--- src/rtl/msense_pkg.sv ---
package msense_pkg;
  typedef enum logic [1:0] {
    MODE_UNDEF = 2'b00,
    MODE_SE    = 2'b01,
    MODE_LVD   = 2'b10,
    MODE_HVD   = 2'b11
  } mode_t;

  localparam int NUM_BANDS = 3;

  // band limits in millivolts, inclusive; index b maps to code b+1
  localparam int BAND_LO_MV [NUM_BANDS] = '{-350,  700, 2400};
  localparam int BAND_HI_MV [NUM_BANDS] = '{ 500, 1900, 5500};
endpackage

--- src/rtl/msense_band_classifier.sv ---
module msense_band_classifier
  import msense_pkg::*;
#(
  parameter int SAMPLE_W = 14
) (
  input  logic                       clk,
  input  logic                       rst,
  input  logic signed [SAMPLE_W-1:0] sample_mv,
  input  logic                       sample_vld,
  output mode_t                      raw_mode
);
  logic [NUM_BANDS-1:0] band_hit;
  mode_t                cls;

  // one window comparator per band
  for (genvar b = 0; b < NUM_BANDS; b++) begin : g_band
    localparam int LO = BAND_LO_MV[b];
    localparam int HI = BAND_HI_MV[b];
    assign band_hit[b] = (int'(sample_mv) >= LO) && (int'(sample_mv) <= HI);
  end

  always_comb begin
    cls = MODE_UNDEF;
    for (int b = 0; b < NUM_BANDS; b++) begin
      if (band_hit[b]) cls = mode_t'(b + 1);
    end
  end

  always_ff @(posedge clk) begin
    if (rst)             raw_mode <= MODE_UNDEF;
    else if (sample_vld) raw_mode <= cls;
  end

  // bands never overlap, so at most one comparator fires
  assert_band_exclusive_R4: assert property (@(posedge clk) disable iff (rst)
    $onehot0(band_hit));

  // raw value holds between strobes
  assert_raw_hold_R4: assert property (@(posedge clk) disable iff (rst)
    !$past(sample_vld) |-> $stable(raw_mode));
endmodule

--- src/rtl/msense_persist_qual.sv ---
module msense_persist_qual
  import msense_pkg::*;
#(
  parameter int WIN_CYCLES = 10_000_000
) (
  input  logic  clk,
  input  logic  rst,
  input  mode_t raw_mode,
  output mode_t mode_q,
  output logic  mode_chg
);
  localparam int CNT_W = (WIN_CYCLES > 2) ? $clog2(WIN_CYCLES) : 1;
  localparam logic [CNT_W-1:0] CNT_LAST = CNT_W'(WIN_CYCLES - 1);

  mode_t            cand_q;
  logic [CNT_W-1:0] cnt_q;
  logic             is_other;
  logic             expire;

  assign is_other = (raw_mode != MODE_UNDEF) && (raw_mode != mode_q);
  assign expire   = is_other && (raw_mode == cand_q) && (cnt_q == CNT_LAST);

  always_ff @(posedge clk) begin
    if (rst) begin
      mode_q   <= MODE_SE;
      cand_q   <= MODE_UNDEF;
      cnt_q    <= '0;
      mode_chg <= 1'b0;
    end else begin
      mode_chg <= 1'b0;
      if (!is_other) begin
        cand_q <= MODE_UNDEF;
        cnt_q  <= '0;
      end else if (raw_mode != cand_q) begin
        cand_q <= raw_mode;
        cnt_q  <= CNT_W'(1);
      end else if (expire) begin
        mode_q   <= raw_mode;
        mode_chg <= 1'b1;
        cand_q   <= MODE_UNDEF;
        cnt_q    <= '0;
      end else begin
        cnt_q <= cnt_q + CNT_W'(1);
      end
    end
  end

  assert_mode_defined_R5: assert property (@(posedge clk) disable iff (rst)
    mode_q != MODE_UNDEF);

  assert_update_pulses_R10: assert property (@(posedge clk) disable iff (rst)
    (mode_q != $past(mode_q)) |-> mode_chg);

  assert_pulse_means_update_R10: assert property (@(posedge clk) disable iff (rst)
    mode_chg |-> (mode_q != $past(mode_q)));

  assert_new_mode_was_seen_R6: assert property (@(posedge clk) disable iff (rst)
    mode_chg |-> ($past(raw_mode) == mode_q));

  assert_cnt_bound_R6: assert property (@(posedge clk) disable iff (rst)
    cnt_q <= CNT_LAST);

  assert_undef_restarts_R7: assert property (@(posedge clk) disable iff (rst)
    (raw_mode == MODE_UNDEF) |=> (cnt_q == '0 && $stable(mode_q)));

  assert_match_cancels_R8: assert property (@(posedge clk) disable iff (rst)
    (raw_mode == mode_q) |=> (cand_q == MODE_UNDEF));
endmodule

--- src/rtl/msense_channel.sv ---
module msense_channel
  import msense_pkg::*;
#(
  parameter int SAMPLE_W   = 14,
  parameter int WIN_CYCLES = 10_000_000
) (
  input  logic                       clk,
  input  logic                       rst,
  input  logic signed [SAMPLE_W-1:0] sample_mv,
  input  logic                       sample_vld,
  output mode_t                      raw_mode,
  output mode_t                      mode_q,
  output logic                       mode_chg
);
  msense_band_classifier #(.SAMPLE_W(SAMPLE_W)) u_cls (
    .clk        (clk),
    .rst        (rst),
    .sample_mv  (sample_mv),
    .sample_vld (sample_vld),
    .raw_mode   (raw_mode)
  );

  msense_persist_qual #(.WIN_CYCLES(WIN_CYCLES)) u_qual (
    .clk      (clk),
    .rst      (rst),
    .raw_mode (raw_mode),
    .mode_q   (mode_q),
    .mode_chg (mode_chg)
  );
endmodule

--- src/rtl/bus_mode_detect.sv ---
module bus_mode_detect
  import msense_pkg::*;
#(
  parameter int SAMPLE_W  = 14,
  parameter int CLK_HZ    = 100_000_000,
  parameter int WINDOW_MS = 100
) (
  input  logic                       clk,
  input  logic                       rst,
  input  logic signed [SAMPLE_W-1:0] a_sample_mv,
  input  logic                       a_sample_vld,
  input  logic signed [SAMPLE_W-1:0] b_sample_mv,
  input  logic                       b_sample_vld,
  output logic [1:0]                 a_mode,
  output logic                       a_mode_chg,
  output logic [1:0]                 a_raw_mode,
  output logic [1:0]                 b_mode,
  output logic                       b_mode_chg,
  output logic [1:0]                 b_raw_mode
);
  localparam int NUM_CH     = 2;
  localparam int WIN_CYCLES = (CLK_HZ / 1000) * WINDOW_MS;

  logic signed [SAMPLE_W-1:0] smp [NUM_CH];
  logic                       vld [NUM_CH];
  mode_t                      raw [NUM_CH];
  mode_t                      qm  [NUM_CH];
  logic                       chg [NUM_CH];

  assign smp[0] = a_sample_mv;
  assign vld[0] = a_sample_vld;
  assign smp[1] = b_sample_mv;
  assign vld[1] = b_sample_vld;

  for (genvar c = 0; c < NUM_CH; c++) begin : g_ch
    msense_channel #(
      .SAMPLE_W   (SAMPLE_W),
      .WIN_CYCLES (WIN_CYCLES)
    ) u_ch (
      .clk        (clk),
      .rst        (rst),
      .sample_mv  (smp[c]),
      .sample_vld (vld[c]),
      .raw_mode   (raw[c]),
      .mode_q     (qm[c]),
      .mode_chg   (chg[c])
    );
  end

  assign a_mode     = qm[0];
  assign a_mode_chg = chg[0];
  assign a_raw_mode = raw[0];
  assign b_mode     = qm[1];
  assign b_mode_chg = chg[1];
  assign b_raw_mode = raw[1];
endmodule

--- config.mk ---
export PLATFORM = sky130hd
export DESIGN_NAME = bus_mode_detect
export DESIGN_NICKNAME = d
export VERILOG_FILES = /design/src/rtl/msense_pkg.sv /design/src/rtl/msense_band_classifier.sv /design/src/rtl/msense_persist_qual.sv /design/src/rtl/msense_channel.sv /design/src/rtl/bus_mode_detect.sv
export SDC_FILE = /design/constraint.sdc
export NUM_CORES = 1
export LEC_CHECK = 0
export BUFFER_PORTS_ARGS = -buffer_cell sky130_fd_sc_hd__buf_2
export CAP_MARGIN = 20
export CELL_PAD_IN_SITES_DETAIL_PLACEMENT = 0
export CELL_PAD_IN_SITES_GLOBAL_PLACEMENT = 2
export CORE_ASPECT_RATIO = 1.5
export CORE_MARGIN = 2
export CORE_UTILIZATION = 39
export CTS_BUF_LIST = sky130_fd_sc_hd__clkbuf_8
export DETAILED_ROUTE_END_ITERATION = 10
export HOLD_SLACK_MARGIN = 0.1
export MAX_ROUTING_LAYER = met4
export PLACE_DENSITY_LB_ADDON = 0.1
export RECOVER_POWER = 50
export SLEW_MARGIN = 20
export SYNTH_ARGS = -nofsm -noshare
export SYNTH_HDL_FRONTEND = slang
export SYNTH_HIERARCHICAL = 1
export SYNTH_SLANG_ARGS = --single-unit
--- constraint.sdc ---
create_clock -name clk -period 4.2 [get_ports clk]
set_input_delay 0.42 -clock clk [delete_from_list [all_inputs] [get_ports clk]]
set_output_delay 0.42 -clock clk [all_outputs]
set_load 0.05 [all_outputs]
==> results.rst, run 1 <==
.. list-table::
   :header-rows: 1

   * - Metric
     - Value
   * - Clock transition at the registers of the reported paths
     - roughly 0.070 ns
   * - DR WL/cell
     - between 15 and 20 microns
   * - Pleak
     - 1.16 nW
   * - Worst r2r src
     - g_ch[1].u_ch/u_qual/cnt_q[0]$_SDFF_PP0_
   * - Port Buffer Count
     - 41
   * - Number of nets with antenna violations after detailed routing
     - 0
   * - Status
     - finished, final reports clean
   * - Initial antenna violation count
     - 0
   * - Main area contributors after synthesis
     - sky130_fd_sc_hd__dfxtp_1 (36%), sky130_fd_sc_hd__nor3_1 (5.8%), sky130_fd_sc_hd__xnor2_1 (5.1%)
   * - Top library cells by usage in the layout, fill and taps aside
     - sky130_fd_sc_hd__dfxtp_1 (62), sky130_fd_sc_hd__nor3_1 (42), sky130_fd_sc_hd__buf_2 (31)
   * - Setup crit end kind
     - register
   * - Post-DR vias/cell
     - ~5.8
   * - Total global-route track usage
     - 20.2%
   * - Floorplan die area
     - a little under 10000 sq um
   * - Smallest hold slack
     - around 0.39 ns
   * - Synthesis-to-layout area growth
     - 13.6%
   * - CP max FO
     - 26
   * - Initial Utilization
     - ~40%
   * - Unrepaired setup endpoints after global routing
     - false
   * - Total wirelength of the detailed-routed design
     - slightly below 9000 microns
   * - Die Height
     - roughly 120 microns
   * - Area leader, netlist
     - sky130_fd_sc_hd__dfxtp_1
   * - Gr busiest metal
     - met2
   * - Cell chain of the critical path
     - ha_1 -> and3_1 -> nand2_1 -> nor3_1 -> clkbuf_1 -> nor3_1
   * - Residual DRC count
     - 0
   * - Clk root buf
     - sky130_fd_sc_hd__clkbuf_8
   * - Wire length of the first global-routing pass
     - approximately 15000 microns
   * - Worst min-delay path endpoint
     - g_ch[1].u_ch/u_qual/mode_q[1]$_SDFFE_PP0P_
   * - Fin. max-slew vios
     - 0
   * - Met1 usage
     - 22.5%
   * - Horizontal die dimension
     - just over 80 microns
   * - Number of CTS-inserted buffers
     - 9
   * - Count of mapped cells out of synthesis
     - roughly 400
   * - Final HPWL from detailed placement
     - around 6600 microns
   * - Number of buffers on the longest clock path
     - 2
   * - Arrival time of data at the critical path endpoint
     - approximately 2.8 ns
   * - Vias after detailed routing
     - 3246
   * - Mean area per synthesized cell
     - between 8 and 9 sq um
   * - Total of cells resized after clock tree synthesis
     - 0
   * - Part of the cycle the worst path needs
     - between 60 and 70%
   * - H-Tree Level Count
     - 3
   * - Min Clock Period, post-route
     - 2.63 ns
   * - Number of instances on the worst hold path
     - 2
   * - Transition at the pin with the smallest max-transition slack
     - around 1.2 ns
   * - Peak Freq
     - 0.380 GHz
   * - Std cell rows
     - 42
   * - Largest net degree at the start of global routing
     - 27
   * - Most common library cell in the layout ignoring fill and taps
     - sky130_fd_sc_hd__dfxtp_1
   * - Number of different library cells in the post-synthesis netlist
     - between 40 and 50
   * - Sequential element share of the synthesized area
     - approximately 36%
   * - Cell with the biggest individual delay on the critical path
     - sky130_fd_sc_hd__clkbuf_1
   * - Top cell by count, worst path
     - sky130_fd_sc_hd__nor3_1
   * - I/O pin count
     - 42
   * - Met2 usage in global routing
     - between 30% and 40%
   * - Data required time of the critical path
     - approximately 4.4 ns
   * - # clock sinks
     - 62
   * - DR iter-0 viols
     - about 170
   * - Synth top area share
     - a little over a third
   * - Crit path largest cell delay
     - about 0.94 ns
   * - Setup tns final
     - 0 ns
   * - Clk Latency, worst-skew pair
     - roughly 0.35 ns
   * - Final worst clock skew
     - between 0.01 and 0.015 ns
   * - Crit path kind
     - register to register
   * - Reg2reg path depth
     - 6
   * - Peak supply drop
     - between 150 and 200 uV
   * - FFs w/ async S/R, synth
     - 0%
   * - Diode count
     - 0
   * - Core Footprint
     - 8720 sq um
   * - Startpoint Class
     - register
   * - Startpoint of the most critical hold path
     - rst
   * - Post-route cell area
     - between 3000 and 4000 sq um
   * - Synth Register Bits
     - between 60 and 70
   * - Cell area after placement
     - 3790 sq um
   * - Final setup slack of the worst path
     - 1.57 ns
   * - Gpl congestion
     - about 0.79
   * - Power consumption
     - about 1.2 mW
   * - Routing usage on met3
     - under 10%
   * - Predominant post-synthesis flop cell
     - sky130_fd_sc_hd__dfxtp_1
   * - Final number of setup-violating endpoints
     - 0
   * - Number of fill cells in the layout
     - just over 900
   * - Capture instance of the worst register-to-register path
     - g_ch[1].u_ch/u_qual/cnt_q[11]$_SDFF_PP0_
   * - Power per unit of standard cell area
     - 308 nW/um^2
   * - Worst R2R Setup Slack
     - approximately 1.6 ns
   * - Placement Setup Slack
     - between 2 and 2.5 ns
   * - Number of max-cap violations
     - 0
   * - Number of iterations in the first detailed-routing pass
     - 4
   * - Number of hold buffers added after CTS
     - 0
   * - Fraction of layout instances using a drive strength above 1
     - roughly 15%
   * - Synth Warn #
     - 6
   * - Count of endpoints failing hold in the final timing report
     - 0
   * - Area of the mapped netlist
     - approximately 3500 sq um
   * - Worst Hold Class
     - input pin to register
   * - Count of nets after finishing
     - between 400 and 500
   * - Syn nets
     - approximately 440
   * - Buffers inserted by post-CTS timing repair
     - 0
   * - TritonCTS clock tree
     - yes
   * - Worst slew margin
     - 17.2%
   * - Number of global-route vias before repair
     - 3170
   * - Number of enable-type register cells in the synthesized netlist
     - 0
   * - Total overflow reported by the global router
     - 0
-- worst max path at each step --
stage,startpoint,end,cells after the start
5_1_grt,g_ch[1].u_ch/u_qual/cnt_q[0]$_SDFF_PP0_,g_ch[1].u_ch/u_qual/cnt_q[12]$_SDFF_PP0_,6
4_1_cts,g_ch[0].u_ch/u_qual/cnt_q[9]$_SDFF_PP0_,g_ch[0].u_ch/u_qual/cnt_q[4]$_SDFF_PP0_,5
6_report,g_ch[1].u_ch/u_qual/cnt_q[0]$_SDFF_PP0_,g_ch[1].u_ch/u_qual/cnt_q[11]$_SDFF_PP0_,6
3_5_place_dp,g_ch[0].u_ch/u_qual/cnt_q[9]$_SDFF_PP0_,g_ch[0].u_ch/u_qual/cnt_q[15]$_SDFF_PP0_,5
2_1_floorplan,g_ch[0].u_ch/u_cls/raw_mode[0]$_SDFFE_PP0P_,g_ch[0].u_ch/u_qual/cnt_q[2]$_SDFF_PP0_,5
3_3_place_gp,g_ch[0].u_ch/u_qual/cnt_q[0]$_SDFF_PP0_,g_ch[0].u_ch/u_qual/cnt_q[10]$_SDFF_PP0_,6
-- cell usage after synthesis (12+ instances only) --
master and number:
sky130_fd_sc_hd__clkbuf_1 12, sky130_fd_sc_hd__o31ai_1 12, sky130_fd_sc_hd__nand2_1 26, sky130_fd_sc_hd__dfxtp_1 62, sky130_fd_sc_hd__xnor2_1 20, sky130_fd_sc_hd__nor3_1 40, sky130_fd_sc_hd__a21oi_1 14, sky130_fd_sc_hd__xor2_1 12
sky130_fd_sc_hd__a211oi_1 18, sky130_fd_sc_hd__inv_1 14, sky130_fd_sc_hd__nand3_1 26, sky130_fd_sc_hd__nand4_1 12, sky130_fd_sc_hd__nor4_1 14
-- layer usage --
metal / up-vias / routed length, microns
met5: - / 0
met4: 0 / 206
met3: 14 / 174
met2: 38 / 4830
met1: 1534 / 3750
li1: 1660 / -
-- worst max-delay path, delay by kind of cell, from the launching register on --
kind / cells / cell delay, ns
buf+inv: 1 / 0.94
simple gates: 4 / 0.84
flops: 1 / 0.40
fa+ha+maj: 1 / 0.26
-- layout make-up --
cell class / count / area (sq um) / share of cell area (%)
Multi-Input combinational cell: 314 / 2090 / 53.2
Sequential cell: 62 / 1240 / 31.6
Timing Repair Buffer: 45 / 219 / 5.57
Clock buffer: 10 / 138 / 3.50
Tap cell: 110 / 138 / 3.50
Inverter: 14 / 52.6 / 1.34
Clock inverter: 5 / 51.3 / 1.31
-- metrics by stage --
stage          util (%)  instances
6_report           45.0        560
5_1_grt            45.0        560
4_1_cts            45.6        560
3_5_place_dp       43.4        545
3_3_place_gp       43.4        545
2_1_floorplan         -        402
-- registers in the layout, indices dropped and copies added, names as in the netlist --
register,flops
g_ch.u_ch/u_cls/raw_mode,4
g_ch.u_ch/u_qual/cand_q,4
g_ch.u_ch/u_qual/cnt_q,48
g_ch.u_ch/u_qual/mode_chg,2
g_ch.u_ch/u_qual/mode_q,4
-- cell families after synthesis --
family | after synthesis | share of synthesized area (%)
buffers and inverters | 26 | 2.82
and+or+nand+nor | 194 | 34.5
adders and majority gates | 2 | 0.723
xor gates and xnor gates | 32 | 8.10
AOI/OAI and AO/OA | 86 | 17.9
DFF | 62 | 35.9
-- report_power, final --
group          switching, mW  internal [mW]
Clock                  0.236          0.283
Sequential           0.00579          0.592
Combinational         0.0593         0.0342
Total                  0.301          0.909
No activity file was read; power rests on OpenSTA's default activity.
==> inputs of run 2 (changes only) <==
--- a/config.mk
+++ b/config.mk
@@ -11,7 +11,7 @@
 export CELL_PAD_IN_SITES_GLOBAL_PLACEMENT = 2
 export CORE_ASPECT_RATIO = 1.5
 export CORE_MARGIN = 2
-export CORE_UTILIZATION = 39
+export CORE_UTILIZATION = 37
 export CTS_BUF_LIST = sky130_fd_sc_hd__clkbuf_8
 export DETAILED_ROUTE_END_ITERATION = 10
 export HOLD_SLACK_MARGIN = 0.1
==> constraint.sdc (replaced) <==
create_clock -name clk -period 2.6 [get_ports clk]
set_input_delay 0.26 -clock clk [delete_from_list [all_inputs] [get_ports clk]]
set_output_delay 0.26 -clock clk [all_outputs]
set_load 0.05 [all_outputs]
==> results.rst, run 2 (synthesis results as in run 1) <==
.. list-table::
   :header-rows: 1

   * - Metric
     - Value
   * - Status
     - finished, final reports clean
   * - Cell chain of the critical path
     - ha_1 -> and3_1 -> nand2_1 -> nor3_1 -> clkbuf_2 -> nor3_1
   * - Number of global-route vias before repair
     - 3274 (+3.3%)
   * - Smallest hold slack
     - 0.219 ns (-0.166 ns)
   * - Register Area
     - 1240 sq um (unchanged)
   * - Clk root buf
     - sky130_fd_sc_hd__clkbuf_8
   * - Worst min-delay path endpoint
     - g_ch[1].u_ch/u_qual/mode_q[1]$_SDFFE_PP0P_
   * - Final setup slack of the worst path
     - 0.484 ns (-1.09 ns)
   * - Total global-route track usage
     - 19.0% (-1.2 points)
   * - Logic pwr share
     - 7.8% (about the same)
   * - Setup tns final
     - 0 ns (unchanged)
   * - Buf+Inv Stages, Crit Path
     - 1 (unchanged)
   * - Arrival time of data at the critical path endpoint
     - 2.32 ns (-0.48 ns)
   * - Cell family with most CP delay
     - simple AND/OR/NAND/NOR gates
   * - Count of endpoints failing hold in the final timing report
     - 0 (unchanged)
   * - Fin. max-slew vios
     - 0 (unchanged)
   * - Peak Freq
     - 0.472 GHz (+24%)
   * - Number of hold buffers added after CTS
     - 0 (unchanged)
   * - Capture instance of the worst register-to-register path
     - g_ch[1].u_ch/u_qual/cnt_q[4]$_SDFF_PP0_
   * - Sequential Power Share
     - 49.7% (+0.3 points)
   * - Worst Hold Class
     - input pin to register
   * - Post-DR vias/cell
     - 5.76 (-0.61%)
   * - Diode count
     - 0 (unchanged)
   * - Reg2reg path depth
     - 6 (unchanged)
   * - Number of nets with antenna violations after detailed routing
     - 0 (unchanged)
   * - Crit path kind
     - register to register
   * - Initial Utilization
     - 37.8% (-1.8 points)
   * - Residual DRC count
     - 0 (unchanged)
   * - Min Clock Period, post-route
     - 2.12 ns (-0.512 ns)
   * - Power consumption
     - 1.95 mW (+61%)
   * - Switching Share
     - 25.6% (+0.79 points)
   * - Number of fill cells in the layout
     - 971 (+4.5%)
   * - Final HPWL from detailed placement
     - 6680 microns (+1.3%)
   * - Crit path largest cell delay
     - 0.52 ns (-0.42 ns)
   * - Setup crit end kind
     - register
   * - Final worst clock skew
     - 0.0130 ns (+0.000240 ns)
   * - Power per unit of standard cell area
     - 493 nW/um^2 (+60%)
   * - Startpoint Class
     - register
   * - Dpl cells
     - 549 (+0.73%)
   * - Buffers inserted by post-CTS timing repair
     - 0 (unchanged)
   * - Area of combinational cells with multiple inputs
     - 2090 sq um (+0.24%)
   * - Flip-flop count of the largest register, all copies and words added
     - 48 (unchanged)
   * - Internal Pwr Total
     - 1.45 mW (+59%)
   * - Placement Setup Slack
     - 0.518 ns (-1.54 ns)
   * - Gpl congestion
     - 0.805 (+1.3%)
   * - H-Tree Level Count
     - 3 (unchanged)
   * - Initial antenna violation count
     - 0 (unchanged)
   * - Transition at the pin with the smallest max-transition slack
     - 0.616 ns (-0.625 ns)
   * - Cell with the biggest individual delay on the critical path
     - sky130_fd_sc_hd__clkbuf_2
   * - Pleak
     - 1.17 nW (+0.47%)
   * - DR WL/cell
     - 16.1 microns (+0.92%)
   * - Share of power burned in the clock network
     - 42.5% (-0.3 points)
   * - Final number of setup-violating endpoints
     - 0 (unchanged)
   * - Worst r2r src
     - g_ch[1].u_ch/u_qual/cnt_q[0]$_SDFF_PP0_
   * - Std cell rows
     - 43 (+2.4%)
   * - Floorplan die area
     - 10200 sq um (+5.2%)
   * - Fraction of layout instances using a drive strength above 1
     - 15.7% (+1.0 points)
   * - Total wirelength of the detailed-routed design
     - 9120 microns (+1.8%)
   * - Count of nets after finishing
     - 482 (+0.42%)
   * - Total overflow reported by the global router
     - 0 (unchanged)
   * - Number of max-cap violations
     - 0 (unchanged)
   * - Die Height
     - 122 microns (+2.6%)
   * - Number of CTS-inserted buffers
     - 9 (unchanged)
   * - Largest net degree at the start of global routing
     - 28 (+3.7%)
   * - Wire length of the first global-routing pass
     - 15300 microns (+2.8%)
   * - I/O pin count
     - 42 (unchanged)
   * - Top cell by count, worst path
     - sky130_fd_sc_hd__nor3_1
   * - Synthesis-to-layout area growth
     - 14.3%
   * - Top library cells by usage in the layout, fill and taps aside
     - sky130_fd_sc_hd__dfxtp_1 (62), sky130_fd_sc_hd__nor3_1 (41), sky130_fd_sc_hd__buf_2 (31)
   * - Clock transition at the registers of the reported paths
     - 0.07 ns (about the same)
   * - Worst slew margin
     - 59.1% (+42 points)
   * - Data required time of the critical path
     - 2.80 ns (-1.57 ns)
   * - Non-Filler Instances
     - 565 (+0.89%)
   * - Part of the cycle the worst path needs
     - 81.4% (+19 points)
   * - Horizontal die dimension
     - 82.9 microns (+2.5%)
   * - Register name with the most flops
     - g_ch.u_ch/u_qual/cnt_q
   * - Most common library cell in the layout ignoring fill and taps
     - sky130_fd_sc_hd__dfxtp_1
   * - Worst R2R Setup Slack
     - 0.48 ns (-1.09 ns)
   * - Port Buffer Count
     - 41 (unchanged)
   * - Startpoint of the most critical hold path
     - rst
   * - Unrepaired setup endpoints after global routing
     - false
   * - Power dissipated by switching net loads
     - 0.499 mW (+66%)
   * - Core Footprint
     - 9150 sq um (+4.8%)
   * - Clk Latency, worst-skew pair
     - 0.35 ns (about the same)
   * - TritonCTS clock tree
     - yes
   * - Total of cells resized after clock tree synthesis
     - 0 (unchanged)
   * - Peak supply drop
     - 229 uV (+40%)
   * - # clock sinks
     - 62 (unchanged)
   * - Number of buffers on the longest clock path
     - 2 (unchanged)
   * - Number of instances on the worst hold path
     - 2 (unchanged)
   * - Number of iterations in the first detailed-routing pass
     - 4 (unchanged)
   * - Vias after detailed routing
     - 3255 (+0.28%)
   * - DR iter-0 viols
     - 154 (-8.3%)
   * - CP max FO
     - 27 (+3.8%)
## run 2: cell types whose count changed in the layout (fill, tap and decap cells not counted)
cell and change:
sky130_fd_sc_hd__nor3_2 +1, sky130_fd_sc_hd__clkbuf_1 -1, sky130_fd_sc_hd__nor3_1 -1, sky130_fd_sc_hd__clkbuf_2 +2
sky130_fd_sc_hd__buf_4 +1, sky130_fd_sc_hd__clkbuf_8 -1, sky130_fd_sc_hd__clkinvlp_4 +2
## run 2: power groups by stage
stage / logic (mW) / registers [mW] / clock network (mW)
floorplan: 0.0727 / 1.00 / 0
global placement: 0.156 / 0.988 / 0
detailed placement: 0.155 / 0.988 / 0
CTS: 0.157 / 0.966 / 0.859
global route: 0.169 / 0.968 / 0.898
finish: 0.152 / 0.966 / 0.828
## run 2: how the worst max path moves through the flow
stage | from | to | cells past startpoint
floorplan | g_ch[0].u_ch/u_cls/raw_mode[0]$_SDFFE_PP0P_ | g_ch[0].u_ch/u_qual/cnt_q[2]$_SDFF_PP0_ | 5
global placement | g_ch[1].u_ch/u_qual/cnt_q[0]$_SDFF_PP0_ | g_ch[1].u_ch/u_qual/mode_q[0]$_SDFFE_PP1P_ | 5
detailed placement | g_ch[1].u_ch/u_qual/cnt_q[0]$_SDFF_PP0_ | g_ch[1].u_ch/u_qual/mode_q[0]$_SDFFE_PP1P_ | 5
CTS | g_ch[1].u_ch/u_qual/cnt_q[0]$_SDFF_PP0_ | g_ch[1].u_ch/u_qual/mode_q[0]$_SDFFE_PP1P_ | 5
global route | g_ch[1].u_ch/u_qual/cnt_q[0]$_SDFF_PP0_ | g_ch[1].u_ch/u_qual/cnt_q[12]$_SDFF_PP0_ | 6
finish | g_ch[1].u_ch/u_qual/cnt_q[0]$_SDFF_PP0_ | g_ch[1].u_ch/u_qual/cnt_q[4]$_SDFF_PP0_ | 6
## run 2: cell type report
class                      count  share of cell area [%]
inverter                      14                    1.33
tap                          112                    3.55
sequential                    62                    31.4
multi-input combinational    314                    53.0
timing repair buffer          47                    5.89
clock buffer                   9                    3.13
clock inverter                 7                    1.68
## run 2: metrics by stage
step | instance area [sq um] | util (%)
6_report | 3950 | 43.2
5_1_grt | 3950 | 43.2
4_1_cts | 3990 | 43.7
3_5_place_dp | 3800 | 41.6
3_3_place_gp | 3800 | 41.6
2_1_floorplan | 3460 | -
## run 2: metal layers
| metal | up-vias | share of wire (%) | GRT usage [%] |
|---|---|---|---|
| met3 | 13 | 2.5 | 3.30 |
| met5 | - | 0 | - |
| met1 | 1536 | 41 | 19.8 |
| met4 | 0 | 1.9 | 8.09 |
| met2 | 44 | 54 | 35.2 |
| li1 | 1662 | - | - |
==> inputs of run 3 (changes only) <==
==> constraint.sdc (replaced) <==
create_clock -name clk -period 2.1 [get_ports clk]
set_input_delay 0.21 -clock clk [delete_from_list [all_inputs] [get_ports clk]]
set_output_delay 0.21 -clock clk [all_outputs]
set_load 0.05 [all_outputs]
==> results.rst, run 3 (synthesis results as in run 1) <==
.. list-table::
   :header-rows: 1

   * - Metric
     - Value
   * - Number of max-cap violations
     - 0 (unchanged)
   * - TritonCTS clock tree
     - yes
   * - Data required time of the critical path
     - 2.36 ns (-0.44 ns)
   * - Pleak
     - 1.33 nW (+14%)
   * - Number of nets with antenna violations after detailed routing
     - 0 (unchanged)
   * - Peak Freq
     - 0.499 GHz (+5.6%)
   * - Area of combinational cells with multiple inputs
     - 2110 sq um (+0.54%)
   * - Count of nets after finishing
     - 511 (+6.0%)
   * - Count of endpoints failing hold in the final timing report
     - 0 (unchanged)
   * - Arrival time of data at the critical path endpoint
     - 2.27 ns (-0.05 ns)
   * - Unrepaired setup endpoints after global routing
     - true
   * - Crit path from
     - g_ch[1].u_ch/u_qual/cnt_q[7]$_SDFF_PP0_
   * - I/O pin count
     - 42 (unchanged)
   * - Residual DRC count
     - 0 (unchanged)
   * - Total overflow reported by the global router
     - 0 (unchanged)
   * - Clock transition at the registers of the reported paths
     - 0.07 ns (about the same)
   * - Gr busiest metal
     - met2
   * - Fraction of layout instances using a drive strength above 1
     - 21.4% (+5.7 points)
   * - Core Footprint
     - 9150 sq um (unchanged)
   * - Transition at the pin with the smallest max-transition slack
     - 0.594 ns (-0.0226 ns)
   * - Cell family with most CP delay
     - simple AND/OR/NAND/NOR gates
   * - Number of global-route vias before repair
     - 3377 (+3.1%)
   * - Die Height
     - 122 microns (unchanged)
   * - Startpoint of the most critical hold path
     - rst
   * - Fin util
     - 46.0% (+2.8 points)
   * - Number of hold buffers added after CTS
     - 0 (unchanged)
   * - Initial Utilization
     - 37.8% (unchanged)
   * - Number of fill cells in the layout
     - 976 (+0.51%)
   * - Crit path largest cell delay
     - 0.56 ns (+0.04 ns)
   * - Cell chain of the critical path
     - nand4_4 -> or4_4 -> or4_1 -> a211oi_1
   * - Gpl congestion
     - 0.791 (-1.7%)
   * - Vias after detailed routing
     - 3364 (+3.3%)
   * - Flip-flop count of the largest register, all copies and words added
     - 48 (unchanged)
   * - Met1 usage
     - 19.9% (+0.091 points)
   * - Setup crit end kind
     - register
   * - Total wirelength of the detailed-routed design
     - 9300 microns (+2.0%)
   * - Initial antenna violation count
     - 0 (unchanged)
   * - H-Tree Level Count
     - 3 (unchanged)
   * - Horizontal die dimension
     - 82.9 microns (unchanged)
   * - Buf+Inv Stages, Crit Path
     - 0 (-1)
   * - Post-DR vias/cell
     - 5.67 (-1.5%)
   * - Worst r2r src
     - g_ch[1].u_ch/u_qual/cnt_q[7]$_SDFF_PP0_
   * - DR iter-0 viols
     - 108 (-30%)
   * - Routing usage on met3
     - 3.77% (+0.47 points)
   * - Cell with the biggest individual delay on the critical path
     - sky130_fd_sc_hd__or4_4
   * - Std cell rows
     - 43 (unchanged)
   * - Part of the cycle the worst path needs
     - 95.5% (+14 points)
   * - Worst slew margin
     - 60.6% (+1.5 points)
   * - Register Area
     - 1240 sq um (+0.20%)
   * - Worst Hold Class
     - input pin to register
   * - Power consumption
     - 2.49 mW (+28%)
   * - Total global-route track usage
     - 19.8% (+0.82 points)
   * - Smallest hold slack
     - 0.167 ns (-0.0527 ns)
   * - Startpoint Class
     - register
   * - # clock sinks
     - 62 (unchanged)
   * - DR WL/cell
     - 15.7 microns (-2.8%)
   * - Clk root buf
     - sky130_fd_sc_hd__clkbuf_8
   * - Min Clock Period, post-route
     - 2.00 ns (-0.112 ns)
   * - Largest net degree at the start of global routing
     - 28 (unchanged)
   * - Final number of setup-violating endpoints
     - 0 (unchanged)
   * - Fin. max-slew vios
     - 0 (unchanged)
   * - Wire length of the first global-routing pass
     - 15800 microns (+3.1%)
   * - Met2 usage in global routing
     - 36.7% (+1.5 points)
   * - Top library cells by usage in the layout, fill and taps aside
     - sky130_fd_sc_hd__dfxtp_1 (60), sky130_fd_sc_hd__nor3_1 (40), sky130_fd_sc_hd__buf_2 (33)
   * - Power per unit of standard cell area
     - 592 nW/um^2 (+20%)
   * - Status
     - finished, final reports clean
   * - CP max FO
     - 7 (-74%)
   * - Port Buffer Count
     - 41 (unchanged)
   * - Number of buffers on the longest clock path
     - 2 (unchanged)
   * - Final HPWL from detailed placement
     - 7090 microns (+6.2%)
   * - Crit path kind
     - register to register
   * - Peak supply drop
     - 362 uV (+58%)
   * - Register name with the most flops
     - g_ch.u_ch/u_qual/cnt_q
   * - Clk Latency, worst-skew pair
     - 0.35 ns (about the same)
   * - Post-route cell area
     - 4210 sq um (+6.5%)
   * - Synthesis-to-layout area growth
     - 21.7%
   * - Diode count
     - 0 (unchanged)
   * - Most common library cell in the layout ignoring fill and taps
     - sky130_fd_sc_hd__dfxtp_1
   * - Floorplan die area
     - 10200 sq um (unchanged)
   * - Number of CTS-inserted buffers
     - 9 (unchanged)
   * - Cell area after placement
     - 4030 sq um (+6.1%)
   * - Final worst clock skew
     - 0.0154 ns (+0.00232 ns)
   * - Number of iterations in the first detailed-routing pass
     - 4 (unchanged)
## run 3: cell types whose count changed in the layout (fill, tap and decap cells not counted), moves of 2 or more
cell / previous run / this run
sky130_fd_sc_hd__buf_2: 31 / 33
sky130_fd_sc_hd__buf_4: 4 / 31
sky130_fd_sc_hd__clkbuf_2: 2 / 0
sky130_fd_sc_hd__clkbuf_8: 9 / 12
sky130_fd_sc_hd__clkinvlp_4: 3 / 1
sky130_fd_sc_hd__dfxtp_1: 62 / 60
sky130_fd_sc_hd__dfxtp_2: 0 / 2
## run 3: metrics by stage
stage | std cells | setup TNS, ns | worst slack [ns]
floorplan | 402 | 0 | 0.201
global placement | 578 | 0 | 0.121
detailed placement | 578 | 0 | 0.0910
CTS | 593 | 0 | 0.0754
global route | 593 | -0.142 | -0.0466
finish | 593 | 0 | 0.0954
## run 3: final timing paths
| path | end | slack, ns | depth (start not counted) |
|---|---|---|---|
| hold / removal | g_ch[1].u_ch/u_qual/mode_q[1]$_SDFFE_PP0P_ | 0.17 | 2 |
| hold reg to reg | g_ch[1].u_ch/u_qual/cnt_q[23]$_SDFF_PP0_ | 0.50 | 2 |
| setup / recovery | g_ch[1].u_ch/u_qual/cnt_q[23]$_SDFF_PP0_ | 0.1 | 4 |
| setup reg to reg | g_ch[1].u_ch/u_qual/cnt_q[23]$_SDFF_PP0_ | 0.1 | 4 |
## run 3: area by class of cell
type	instances	share of cell area, %
repair buffers	76	10.9
multi-input cells	314	50.0
well taps	112	3.33
clock buffers	12	3.92
inverters	14	1.25
flip-flops and latches	62	29.5
clock inverters	3	1.01
## run 3: worst register-to-register path, stage by stage, from the launching register on
cell	delay [ns]
sky130_fd_sc_hd__dfxtp_1	0.47
sky130_fd_sc_hd__nand4_4	0.19
sky130_fd_sc_hd__or4_4	0.56
sky130_fd_sc_hd__or4_1	0.48
sky130_fd_sc_hd__a211oi_1	0.23
## run 3: power breakdown
part	leakage (nW)	internal, mW	switching [mW]
sequential	0.501	1.18	0.0113
clock	0.104	0.637	0.473
combinational	0.722	0.0685	0.118
## run 3: timing repair
action | CTS | global route
endpoints found under the setup margin | 0 | 6
hold endpoints to repair | 0 | 0
setup buffers | 0 | 0
gates resized for setup | 0 | 3
## run 3: routing by layer
metal / share of wire [%] / wire length, microns
met1: 41 / 3800
met2: 54 / 5050
met3: 2.2 / 209
met4: 2.7 / 248
met5: 0 / 0
